$ cat src/rtl/sts_pkg.sv
package sts_pkg;
  localparam int STICKY_W = 11;
  localparam int LIVE_W   = 11;
  localparam int STATUS_W = STICKY_W + LIVE_W;
  localparam int N_IRQ    = 2;
  // bit 9 reserved
  localparam logic [STICKY_W-1:0] EVT_VALID = 11'h5FF;
endpackage

$ cat src/rtl/sts_sticky.sv
module sts_sticky #(
  parameter int              W     = 11,
  parameter logic [W-1:0]    VALID = '1
) (
  input  logic         clk_i,
  input  logic         rst_ni,
  input  logic [W-1:0] set_i,
  input  logic         clr_we_i,
  input  logic [W-1:0] clr_i,
  output logic [W-1:0] sticky_o
);
  logic [W-1:0] q, clr_m, nxt;

  always_comb begin
    clr_m = clr_we_i ? clr_i : '0;
    nxt   = ((q & ~clr_m) | set_i) & VALID;
  end

  always_ff @(posedge clk_i or negedge rst_ni) begin
    if (!rst_ni) q <= '0;
    else         q <= nxt;
  end

  assign sticky_o = q;


  no_spurious_fall_chk: assert property (@(posedge clk_i) disable iff (!rst_ni)
    (($past(q) & ~q & ~($past(clr_we_i) ? $past(clr_i) : {W{1'b0}})) == {W{1'b0}}));

  no_spurious_rise_chk: assert property (@(posedge clk_i) disable iff (!rst_ni)
    ((q & ~$past(q) & ~$past(set_i)) == {W{1'b0}}));

  set_wins_chk: assert property (@(posedge clk_i) disable iff (!rst_ni)
    ((q & $past(set_i & VALID)) == $past(set_i & VALID)));
endmodule

$ cat src/rtl/sts_irq_line.sv
module sts_irq_line #(
  parameter int W = 22
) (
  input  logic         clk_i,
  input  logic         rst_ni,
  input  logic [W-1:0] status_i,
  input  logic         mask_we_i,
  input  logic [W-1:0] mask_i,
  output logic         irq_o
);
  logic [W-1:0] mask_q;
  logic         irq_q;

  always_ff @(posedge clk_i or negedge rst_ni) begin
    if (!rst_ni) begin
      mask_q <= '0;
      irq_q  <= 1'b0;
    end else begin
      if (mask_we_i) mask_q <= mask_i;
      irq_q <= |(status_i & mask_q);
    end
  end

  assign irq_o = irq_q;


  irq_quiet_chk: assert property (@(posedge clk_i) disable iff (!rst_ni)
    ($past(mask_q) == {W{1'b0}}) |-> !irq_o);

  mask_load_chk: assert property (@(posedge clk_i) disable iff (!rst_ni)
    $past(mask_we_i) |-> (mask_q == $past(mask_i)));
endmodule

$ cat src/rtl/sts_refill_gate.sv
module sts_refill_gate (
  input  logic clk_i,
  input  logic rst_ni,
  input  logic fifo_rd_i,
  input  logic poll_i,
  output logic stall_o,
  output logic kick_o
);
  logic hold_q, kick_q;

  always_ff @(posedge clk_i or negedge rst_ni) begin
    if (!rst_ni) begin
      hold_q <= 1'b0;
      kick_q <= 1'b0;
    end else begin
      // a pop in the same cycle as the poll re-arms the hold
      hold_q <= fifo_rd_i | (hold_q & ~poll_i);
      kick_q <= hold_q & poll_i & ~fifo_rd_i;
    end
  end

  assign stall_o = hold_q;
  assign kick_o  = kick_q;


  hold_after_pop_chk: assert property (@(posedge clk_i) disable iff (!rst_ni)
    $past(fifo_rd_i) |-> stall_o);

  kick_releases_chk: assert property (@(posedge clk_i) disable iff (!rst_ni)
    kick_o |-> (!stall_o && $past(stall_o)));

  kick_single_chk: assert property (@(posedge clk_i) disable iff (!rst_ni)
    kick_o |=> !kick_o);
endmodule

$ cat src/rtl/sts_irq_unit.sv
module sts_irq_unit
  import sts_pkg::*;
#(
  parameter int                   STK_W = STICKY_W,
  parameter int                   LVE_W = LIVE_W,
  parameter int                   NIRQ  = N_IRQ,
  parameter logic [STK_W-1:0]     VALID = EVT_VALID
) (
  input  logic                     clk_i,
  input  logic                     rst_ni,
  input  logic [STK_W-1:0]         evt_set_i,
  input  logic [LVE_W-1:0]         live_i,
  input  logic [STK_W+LVE_W-1:0]   wdata_i,
  input  logic                     clr_we_i,
  input  logic [NIRQ-1:0]          msk_we_i,
  input  logic                     stat_rd_i,
  input  logic                     cnt_rd_i,
  input  logic                     fifo_rd_i,
  output logic [STK_W+LVE_W-1:0]   status_o,
  output logic [NIRQ-1:0]          irq_o,
  output logic                     stall_o,
  output logic                     kick_o
);
  localparam int SW = STK_W + LVE_W;

  logic [STK_W-1:0] sticky;
  logic [LVE_W-1:0] live_q;
  logic [SW-1:0]    status;

  sts_sticky #(.W(STK_W), .VALID(VALID)) u_sticky (
    .clk_i    (clk_i),
    .rst_ni   (rst_ni),
    .set_i    (evt_set_i),
    .clr_we_i (clr_we_i),
    .clr_i    (wdata_i[STK_W-1:0]),
    .sticky_o (sticky)
  );

  always_ff @(posedge clk_i or negedge rst_ni) begin
    if (!rst_ni) live_q <= '0;
    else         live_q <= live_i;
  end

  assign status   = {live_q, sticky};
  assign status_o = status;

  for (genvar i = 0; i < NIRQ; i++) begin : g_irq
    sts_irq_line #(.W(SW)) u_line (
      .clk_i     (clk_i),
      .rst_ni    (rst_ni),
      .status_i  (status),
      .mask_we_i (msk_we_i[i]),
      .mask_i    (wdata_i),
      .irq_o     (irq_o[i])
    );
  end

  sts_refill_gate u_gate (
    .clk_i     (clk_i),
    .rst_ni    (rst_ni),
    .fifo_rd_i (fifo_rd_i),
    .poll_i    (stat_rd_i | cnt_rd_i),
    .stall_o   (stall_o),
    .kick_o    (kick_o)
  );


  rsvd_zero_chk: assert property (@(posedge clk_i) disable iff (!rst_ni)
    ((status_o[STK_W-1:0] & ~VALID) == {STK_W{1'b0}}));

  poll_keeps_status_chk: assert property (@(posedge clk_i) disable iff (!rst_ni)
    ($past(stat_rd_i | cnt_rd_i) && !$past(clr_we_i) && ($past(evt_set_i) == '0))
      |-> (status_o[STK_W-1:0] == $past(status_o[STK_W-1:0])));
endmodule

$ cat config.mk
export PLATFORM = sky130hd
export DESIGN_NAME = sts_irq_unit
export DESIGN_NICKNAME = d
export VERILOG_FILES = /design/src/rtl/sts_pkg.sv /design/src/rtl/sts_sticky.sv /design/src/rtl/sts_irq_line.sv /design/src/rtl/sts_refill_gate.sv /design/src/rtl/sts_irq_unit.sv
export SDC_FILE = /design/constraint.sdc
export NUM_CORES = 1
export LEC_CHECK = 0
export BUFFER_PORTS_ARGS = -buffer_cell sky130_fd_sc_hd__buf_4
export CAP_MARGIN = 25
export CORE_UTILIZATION = 50
export CTS_BUF_LIST = sky130_fd_sc_hd__clkbuf_8
export CTS_CLUSTER_DIAMETER = 50
export DETAILED_ROUTE_END_ITERATION = 16
export PLACE_DENSITY_LB_ADDON = 0.1
export SLEW_MARGIN = 5
export SYNTH_ARGS = -nofsm -noshare
export SYNTH_HDL_FRONTEND = slang
export SYNTH_SLANG_ARGS = --single-unit
$ cat constraint.sdc
create_clock -name clk_i -period 3.9 [get_ports clk_i]
set_input_delay 0.585 -clock clk_i [delete_from_list [all_inputs] [get_ports clk_i]]
set_output_delay 0.585 -clock clk_i [all_outputs]
set_load 0.02 [all_outputs]
==> results of run 1 <==
==> state kept, by name (all words and copies together) (netlist names) <==
signal / flops
g_irq.u_line.irq_o: 2
g_irq.u_line.mask_q: 42
live_q: 11
u_gate.kick_o: 1
u_sticky.sticky_o: 10
u_gate.stall_o: 1
==> routing by layer <==
layer,vias up,part of all wire,track usage
met3,5,0.050,0.07459
met4,0,0.0077,0.05229
met2,54,0.51,0.3693
met1,875,0.43,0.2992
li1,768,-,-
met5,-,0,0
==> cells by family (layout without fill, tap and decap cells) <==
group / Yosys count / after routing / share of synthesized area
AND/OR/NAND/NOR: 20 / 20 / 0.03707
AO/OA/AOI/OAI: 31 / 31 / 0.09392
flip-flops: 67 / 67 / 0.6624
other: 1 / 1 / 0.001482
multiplexers: 42 / 42 / 0.1868
buffers and inverters: 8 / 90 / 0.01829
==> where the power goes <==
part | internal [uW] | switching (uW)
Clock | 307 | 250
Combinational | 106 | 85.8
Sequential | 753 | 39.1
Total | 1170 | 375
==> placed cells by master (no fill, tap or decap), drive strengths merged, types with 3 or more instances in the layout <==
cell type and instances:
a21o 11, a22oi 18, buf 74, clkbuf 10
clkinv 3, dfrtp 67, mux2 42, nand2 10
nand3 4
==> worst reg2reg max path, cell delays in order, from the launching register on <==
cell and delay [ns]:
dfrtp_1 0.41, a222oi_1 0.37, nand3_1 0.14, or3_1 0.38
==> final timing paths <==
| path | startpoint | endpoint | slack [ns] | cells after the start |
|---|---|---|---|---|
| worst min-delay path | rst_ni | live_q[5] | 0.33 | 1 |
| worst max-delay path | u_sticky.sticky_o[0] | status_o[0] | 2.37 | 1 |
| min in group clk_i | live_i[0] | live_q[0] | 0.35 | 1 |
| worst min register to register | g_irq[0].u_line.mask_q[18] | g_irq[0].u_line.mask_q[18] | 0.51 | 1 |
| worst max register to register | live_q[0] | g_irq[0].u_line.irq_o | 2.47 | 3 |
| max in group asynchronous | rst_ni | g_irq[0].u_line.mask_q[20] | 3.02 | 1 |
==> metrics by stage <==
step                  util  worst slack, ns  cells  hold WS (ns)
finish              0.6933            2.367    318        0.3269
global route        0.6933            2.327    318        0.3234
CTS                 0.6933            2.355    318        0.3352
detailed placement  0.6528            2.498    302        0.4938
global placement    0.6528            2.485    302        0.4779
floorplan                -            2.544    169        0.2894
==> layout make-up <==
cell class | count | area, um^2 | share of cell area
multi-input combinational | 94 | 808.3 | 0.2436
tap | 67 | 83.83 | 0.02526
sequential | 67 | 1677 | 0.5053
clock buffer | 10 | 137.6 | 0.04148
clock inverter | 6 | 56.30 | 0.01697
timing repair buffer | 74 | 555.5 | 0.1674
==> results.sh, run 1 <==
export IMPL_status="finished clean"
export IMPL_hold_buffers=0
export IMPL_cp_top_family="flip-flops"
export IMPL_die_w_um=73.15
export IMPL_crit_slowest_cell="dfrtp_1"
export IMPL_worst_pin_slew_ns=0.8104
export IMPL_diodes=0
export IMPL_power_total_uw=1540
export IMPL_critPathBufInv=1
export IMPL_clk_latency_ns=0.34
export IMPL_synth_top_area_cell="dfrtp_1"
export IMPL_cp_end_kind="output pin"
export IMPL_hp_class="input port to async pin"
export IMPL_yosys_top_cells_count="67 x dfrtp_1, 42 x mux2_2, 18 x a22oi_1, 11 x a21o_1, 10 x nand2_1"
export IMPL_numCtsBuffers=9
export IMPL_tns_ns=0
export IMPL_slew_viol_final=0
export IMPL_routed_wl_um=5453
export IMPL_pwr_density_cell_nw_per_um2=464.1
export IMPL_die_area_um2=5351
export IMPL_setup_worst_path_start_class="flip-flop"
export IMPL_cp_slowest_stage_delay_ns=0.43
export IMPL_drv_cap=0
export IMPL_ys_seq_area_frac=0.6624
export IMPL_grt_pass1_vias=1796
export IMPL_cts_resized_gates=0
export IMPL_clock_path_buffers=2
export IMPL_required_ns=3.31
export IMPL_skew_ns=0.009496
export IMPL_fin_nets=298
export IMPL_netlist_instances=169
export IMPL_yosysWarnings=0
export IMPL_clock_root_buffer="clkbuf_8"
export IMPL_fin_crit_sh=0.3930
export IMPL_max_slew_margin_rel=0.4597
export IMPL_vias_per_cell=5.352
export IMPL_cts_sinks=67
export IMPL_synth_edf_count=0
export IMPL_htreeDepth=3
export IMPL_fillerInstances=369
export IMPL_die_h_um=73.15
export IMPL_worstPathArrival_ns=0.95
export IMPL_area_delta_synth_final_pct=31.09
export IMPL_drt_first_pass_iters=4
export IMPL_cp_max_fo=4
export IMPL_placed_area_um2=3124
export IMPL_antenna_found_initial=0
export IMPL_grt_overflow_total=0
export IMPL_io_buffer_count=74
export IMPL_p_leak_uw=0.001522
export IMPL_rsz0062_at_grt="false"
export IMPL_clock_fmax_mhz=652.5
export IMPL_drt_first_iter_violations=66
export IMPL_ant_nets=0
export IMPL_synth_seq_cells=67
export IMPL_synthArstFlopShare=1.000
export IMPL_track_usage=0.2278
export IMPL_synth_area_per_cell_um2=14.98
export IMPL_vias=1702
export IMPL_drc=0
export IMPL_synth_most_common_cell="dfrtp_1"
export IMPL_yosys_cell_types_count=15
export IMPL_crit_type="flip-flop to output pin"
export IMPL_grt_start_max_net_pins=68
export IMPL_drive_above_1_share=0.5219
export IMPL_hold_violations=0
export IMPL_period_minus_slack_ns=1.533
export IMPL_rows=25
export IMPL_netlist_area_um2=2531
export IMPL_synth_area_leaders="dfrtp_1 66%, mux2_2 19%, a22oi_1 5.3%, a21o_1 3.3%, nand2_1 1.5%"
export IMPL_gp_congestion=0.7539
export IMPL_crit_chain="buf_4"
export IMPL_final_setup_viol_count=0
export IMPL_cts_tree="yes"
export IMPL_post_cts_buffers=0
export IMPL_post_drt_wl_per_cell_um=17.15
export IMPL_dp_hpwl_um=3913
export IMPL_path_clk_slew_ns=0.07
export IMPL_synth_top_cell_area_share=0.6624
export IMPL_pin_count=78
export IMPL_syn_num_nets=221
export IMPL_core_um2=4786
export IMPL_fin_area_um2=3318
export IMPL_start_util=0.5289
export IMPL_grt_pass1_wl_um=8832
export IMPL_synth_main_ff_cell="dfrtp_1"
export IMPL_vdd_ir_drop_max_uv=345.9
No activity file was read; power rests on OpenSTA's default activity.
==> run 2, diff against run 1 <==
--- a/config.mk
+++ b/config.mk
@@ -5,9 +5,10 @@
 export SDC_FILE = /design/constraint.sdc
 export NUM_CORES = 1
 export LEC_CHECK = 0
+export ABC_AREA = 1
 export BUFFER_PORTS_ARGS = -buffer_cell sky130_fd_sc_hd__buf_4
 export CAP_MARGIN = 25
-export CORE_UTILIZATION = 50
+export CORE_UTILIZATION = 49
 export CTS_BUF_LIST = sky130_fd_sc_hd__clkbuf_8
 export CTS_CLUSTER_DIAMETER = 50
 export DETAILED_ROUTE_END_ITERATION = 16
==> constraint.sdc (replaced) <==
create_clock -name clk_i -period 1.4 [get_ports clk_i]
set_input_delay 0.21 -clock clk_i [delete_from_list [all_inputs] [get_ports clk_i]]
set_output_delay 0.21 -clock clk_i [all_outputs]
set_load 0.02 [all_outputs]
==> results.sh, run 2 <==
export IMPL_netlist_area_um2=2815
export IMPL_crit_chain="buf_4"
export IMPL_vias=1876
export IMPL_status="finished clean"
export IMPL_crit_type="flip-flop to output pin"
export IMPL_rows=27
export IMPL_synth_area_leaders="dfrtp_1 60%, mux2_4 21%, nand2_1 9.3%, a21o_1 2.9%, nor2_1 1.7%"
export IMPL_skew_ns=0.004787
export IMPL_htreeDepth=3
export IMPL_dp_cells=364
export IMPL_pwr_density_cell_nw_per_um2=1138
export IMPL_rsz0062_at_grt="false"
export IMPL_io_buffer_count=74
export IMPL_synth_top_cell_area_share=0.5956
export IMPL_dp_hpwl_um=3776
export IMPL_critPathBufInv=1
export IMPL_period_minus_slack_ns=1.156
export IMPL_cp_top_family="flip-flops"
export IMPL_track_usage=0.1953
export IMPL_setup_ws_ns=0.2439
export IMPL_diodes=0
export IMPL_yosys_cell_types_count=14
export IMPL_antenna_found_initial=0
export IMPL_r2r_cells=6
export IMPL_cts_tree="yes"
export IMPL_clk_latency_ns=0.33
export IMPL_ant_nets=0
export IMPL_yosys_top_cells_count="70 x nand2_1, 67 x dfrtp_1, 40 x mux2_4, 13 x nor2_1, 11 x a21o_1"
export IMPL_stdcell_count=392
export IMPL_regMostFlops="g_irq.u_line.mask_q"
export IMPL_synth_seq_cells=67
export IMPL_grt_busiest_layer="met2"
export IMPL_drt_first_pass_iters=4
export IMPL_die_area_um2=6052
export IMPL_pin_count=78
export IMPL_final_setup_viol_count=0
export IMPL_multi_input_area_um2=1051
export IMPL_fin_crit_sh=0.8258
export IMPL_use_met1=0.2629
export IMPL_synth_top_area_cell="dfrtp_1"
export IMPL_start_util=0.5112
export IMPL_path_depth=1
export IMPL_drt_first_iter_violations=94
export IMPL_cp_end_kind="output pin"
export IMPL_numCtsBuffers=9
export IMPL_tns_ns=0
export IMPL_post_drt_wl_per_cell_um=13.66
export IMPL_largest_reg_flops=42
export IMPL_cp_slowest_stage_delay_ns=0.43
export IMPL_cts_sinks=67
export IMPL_met3_usage=0.05765
export IMPL_synth_edf_count=0
export IMPL_hold_buffers=12
export IMPL_grt_overflow_total=0
export IMPL_post_cts_buffers=0
export IMPL_drc=0
export IMPL_setup_worst_path_start_class="flip-flop"
export IMPL_p_leak_uw=0.001926
export IMPL_fillerInstances=426
export IMPL_hold_depth=2
export IMPL_required_ns=1.19
export IMPL_synth_area_per_cell_um2=12.74
export IMPL_grt_pass1_vias=1846
export IMPL_gr_usage_met2=0.2894
export IMPL_worstPathArrival_ns=0.95
export IMPL_hold_violations=0
export IMPL_vdd_ir_drop_max_uv=614.7
export IMPL_drive_above_1_share=0.4188
export IMPL_synth_most_common_cell="nand2_1"
export IMPL_yosysWarnings=0
export IMPL_area_delta_synth_final_pct=32.98
export IMPL_placed_area_um2=3451
export IMPL_drv_cap=0
export IMPL_die_h_um=77.80
export IMPL_synth_main_ff_cell="dfrtp_1"
export IMPL_routed_wl_um=5354
export IMPL_place_ws_ns=0.3057
export IMPL_die_w_um=77.80
export IMPL_hp_class="input port to flip-flop"
export IMPL_clock_root_buffer="clkbuf_8"
export IMPL_clock_fmax_mhz=865.0
export IMPL_fin_area_um2=3744
export IMPL_path_clk_slew_ns=0.06
export IMPL_clock_path_buffers=2
export IMPL_core_um2=5507
export IMPL_slew_viol_final=0
export IMPL_gp_congestion=0.7000
export IMPL_fin_nets=367
export IMPL_syn_num_nets=273
export IMPL_cts_resized_gates=0
export IMPL_grt_pass1_wl_um=8714
export IMPL_grt_start_max_net_pins=33
export IMPL_cp_max_fo=4
export IMPL_final_cell_mix="77 x buf_4, 70 x nand2_1, 67 x dfrtp_1"
export IMPL_crit_slowest_cell="dfrtp_1"
export IMPL_synthArstFlopShare=1.000
export IMPL_ys_seq_area_frac=0.5956
export IMPL_final_common_cell="buf_4"
export IMPL_vias_per_cell=4.786
export IMPL_netlist_instances=221
export IMPL_register_area_um2=1677
run 2: changes by cell type after synthesis, moves of 2 or more:
cell,previous run,this run
or3_1,2,0
buf_2,4,1
mux2_4,0,40
nand2_1,10,70
nand3_1,4,2
mux2_2,42,2
buf_6,0,4
a222oi_1,2,0
inv_1,0,4
a22oi_1,18,0
nor2_1,1,13
run 2: stage by stage:
stage / hold slack [ns] / util / power [uW]
after floorplan: -0.08559 / - / 2610
after global placement: 0.1157 / 0.6267 / 2899
after detailed placement: 0.1120 / 0.6267 / 2912
after CTS: 0.02332 / 0.6798 / 4323
after global routing: 0.02507 / 0.6798 / 4494
final: 0.03583 / 0.6798 / 4262
run 2: cells by family (layout without fill, tap and decap cells):
| kind of cell | Yosys count | after routing | share of synthesized area |
|---|---|---|---|
| simple gates | 88 | 88 | 0.1213 |
| mux | 42 | 42 | 0.2213 |
| flops | 67 | 67 | 0.5956 |
| other cells | 1 | 1 | 0.001332 |
| compound gates | 11 | 11 | 0.02933 |
| buf+inv | 12 | 111 | 0.03111 |
run 2: final timing paths:
kind | startpoint | to | slack, ns
worst max-delay path | u_sticky.sticky_o[10] | status_o[10] | 0.24
worst min-delay path | fifo_rd_i | u_gate.kick_o | 0.04
worst max register to register | u_sticky.sticky_o[10] | g_irq[0].u_line.irq_o | 0.39
worst min register to register | g_irq[0].u_line.mask_q[8] | g_irq[0].u_line.mask_q[8] | 0.51
max in group asynchronous | rst_ni | g_irq[1].u_line.mask_q[21] | 0.60
min in group asynchronous | rst_ni | u_sticky.sticky_o[6] | 0.30
run 2: power breakdown:
part | switching [uW] | internal [uW] | leakage, uW
registers | 104 | 2100 | 0.000761
clock network | 652 | 713 | 0.000103
logic | 284 | 411 | 0.00106
total | 1040 | 3220 | 0.00193
run 2: final cells by class:
type	instances	share of cell area
Clock buffer	11	0.04044
Timing Repair Buffer	91	0.1972
Inverter	4	0.004011
Tap cell	72	0.02406
Multi-Input combinational cell	142	0.2807
Sequential cell	67	0.4479
Clock inverter	5	0.005682
run 2: per-layer routing:
metal  vias to the layer above  share of wire
met5                         -              0
met1                       904           0.47
li1                        909              -
met2                        51           0.47
met4                         0          0.022
met3                        12          0.042
run 2: worst register-to-register path, delay by kind of cell, from the launching register on:
kind	cells	cell delay, ns
DFF	1	0.43
and+or+nand+nor	6	0.46
==> run 3, diff against run 2 <==
==> constraint.sdc (replaced) <==
create_clock -name clk_i -period 1 [get_ports clk_i]
set_input_delay 0.15 -clock clk_i [delete_from_list [all_inputs] [get_ports clk_i]]
set_output_delay 0.15 -clock clk_i [all_outputs]
set_load 0.02 [all_outputs]
==> results.sh, run 3 (synthesis gave the netlist of run 2 again) <==
export IMPL_fin_nets=401
export IMPL_final_core_util=0.7571
export IMPL_cp_end_kind="output pin"
export IMPL_setup_ws_ns=-0.1373
export IMPL_hold_violations=0
export IMPL_period_minus_slack_ns=1.137
export IMPL_diodes=0
export IMPL_drv_cap=0
export IMPL_clock_fmax_mhz=879.3
export IMPL_antenna_found_initial=0
export IMPL_largest_reg_flops=42
export IMPL_place_ws_ns=0.01491
export IMPL_clock_path_buffers=2
export IMPL_pin_count=78
export IMPL_die_h_um=77.80
export IMPL_rows=27
export IMPL_clk_latency_ns=0.34
export IMPL_drt_first_pass_iters=4
export IMPL_drt_first_iter_violations=84
export IMPL_setup_worst_path_start_class="flip-flop"
export IMPL_cp_max_fo=2
export IMPL_crit_type="flip-flop to output pin"
export IMPL_grt_overflow_total=0
export IMPL_grt_start_max_net_pins=31
export IMPL_cts_tree="yes"
export IMPL_p_leak_uw=0.002131
export IMPL_rsz0062_at_grt="true"
export IMPL_cp_slowest_stage_delay_ns=0.40
export IMPL_vdd_ir_drop_max_uv=967.1
export IMPL_htreeDepth=3
export IMPL_required_ns=0.85
export IMPL_track_usage=0.2258
export IMPL_crit_top_cell="buf_6"
export IMPL_hp_class="input port to flip-flop"
export IMPL_drc=0
export IMPL_skew_ns=0.01075
export IMPL_dp_hpwl_um=4115
export IMPL_ant_nets=0
export IMPL_crit_start="u_sticky.sticky_o[10]"
export IMPL_status="finished with violations"
export IMPL_grt_pass1_wl_um=10060
export IMPL_die_area_um2=6052
export IMPL_crit_chain="buf_6 > buf_6"
export IMPL_area_delta_synth_final_pct=48.09
export IMPL_final_cell_mix="70 x nand2_1, 69 x buf_4, 67 x dfrtp_1"
export IMPL_crit_slowest_cell="dfrtp_1"
export IMPL_worstPathArrival_ns=0.99
export IMPL_post_drt_wl_per_cell_um=14.15
export IMPL_io_buffer_count=74
export IMPL_numCtsBuffers=9
export IMPL_regMostFlops="g_irq.u_line.mask_q"
export IMPL_slew_viol_final=0
export IMPL_cts_sinks=67
export IMPL_routed_wl_um=6030
export IMPL_vias=2028
export IMPL_r2r_start="u_sticky.sticky_o[0]"
export IMPL_hp_start="wdata_i[14]"
export IMPL_clock_root_buffer="clkbuf_8"
export IMPL_violations="negative setup slack"
export IMPL_core_um2=5507
export IMPL_hold_ws_ns=0.04124
export IMPL_path_clk_slew_ns=0.07
export IMPL_final_common_cell="nand2_1"
export IMPL_final_setup_viol_count=26
export IMPL_critPathBufInv=2
export IMPL_fin_crit_sh=1.137
export IMPL_grt_pass1_vias=2158
export IMPL_start_util=0.5112
export IMPL_vias_per_cell=4.761
export IMPL_pwr_density_cell_nw_per_um2=1493
export IMPL_cp_top_family="flip-flops"
export IMPL_die_w_um=77.80
export IMPL_drive_above_1_share=0.4435
export IMPL_tns_ns=-1.111
export IMPL_gp_congestion=0.7160
==> run 3: stage by stage <==
| step | instance area [um^2] | instances | total power [uW] |
|---|---|---|---|
| after floorplan | 2815 | 221 | 3654 |
| after global placement | 3518 | 368 | 4091 |
| after detailed placement | 3518 | 368 | 4115 |
| after CTS | 4139 | 423 | 6274 |
| after global routing | 4169 | 426 | 6546 |
| final | 4169 | 426 | 6224 |
==> run 3: area by class of cell <==
class | instances | area (um^2)
inverters | 4 | 15.01
multi-input cells | 142 | 1051
flip-flops and latches | 67 | 1677
fillers | 375 | 1338
clock buffers | 11 | 151.4
well taps | 72 | 90.09
repair buffers | 125 | 1164
clock inverters | 5 | 21.27
==> run 3: worst paths after layout <==
path | endpoint | slack, ns | cells after the start
setup / recovery | status_o[10] | -0.14 | 2
hold / removal | g_irq[1].u_line.mask_q[14] | 0.04 | 2
setup reg to reg | g_irq[1].u_line.irq_o | -0.08 | 7
hold reg to reg | g_irq[0].u_line.mask_q[6] | 0.51 | 1
max in group asynchronous | g_irq[0].u_line.mask_q[10] | 0.42 | 3
min in group asynchronous | u_gate.kick_o | 0.19 | 2
==> run 3: power by group <==
part	internal (uW)	total (uW)	switching, uW
Sequential	2940	3080	146
Clock	1000	1970	973
Combinational	723	1170	446
Total	4660	6220	1570
==> run 3: routing by layer <==
layer | part of all wire | wire length, um | global-route usage | vias to the layer above
li1 | - | - | - | 975
met1 | 0.43 | 2590 | 0.2800 | 987
met2 | 0.50 | 3027 | 0.3637 | 54
met3 | 0.046 | 279 | 0.06235 | 12
met4 | 0.022 | 132 | 0.1094 | 0
met5 | 0 | 0 | 0 | -
==> run 3: repair_timing <==
action / 4_1_cts / 5_1_grt
gates resized for setup: 26 / 2
pin swaps: 0 / 3
buffers inserted: 16 / 3
hold endpoints to repair: 90 / 0
hold buffers: 23 / 0
setup endpoints to repair: 25 / 27
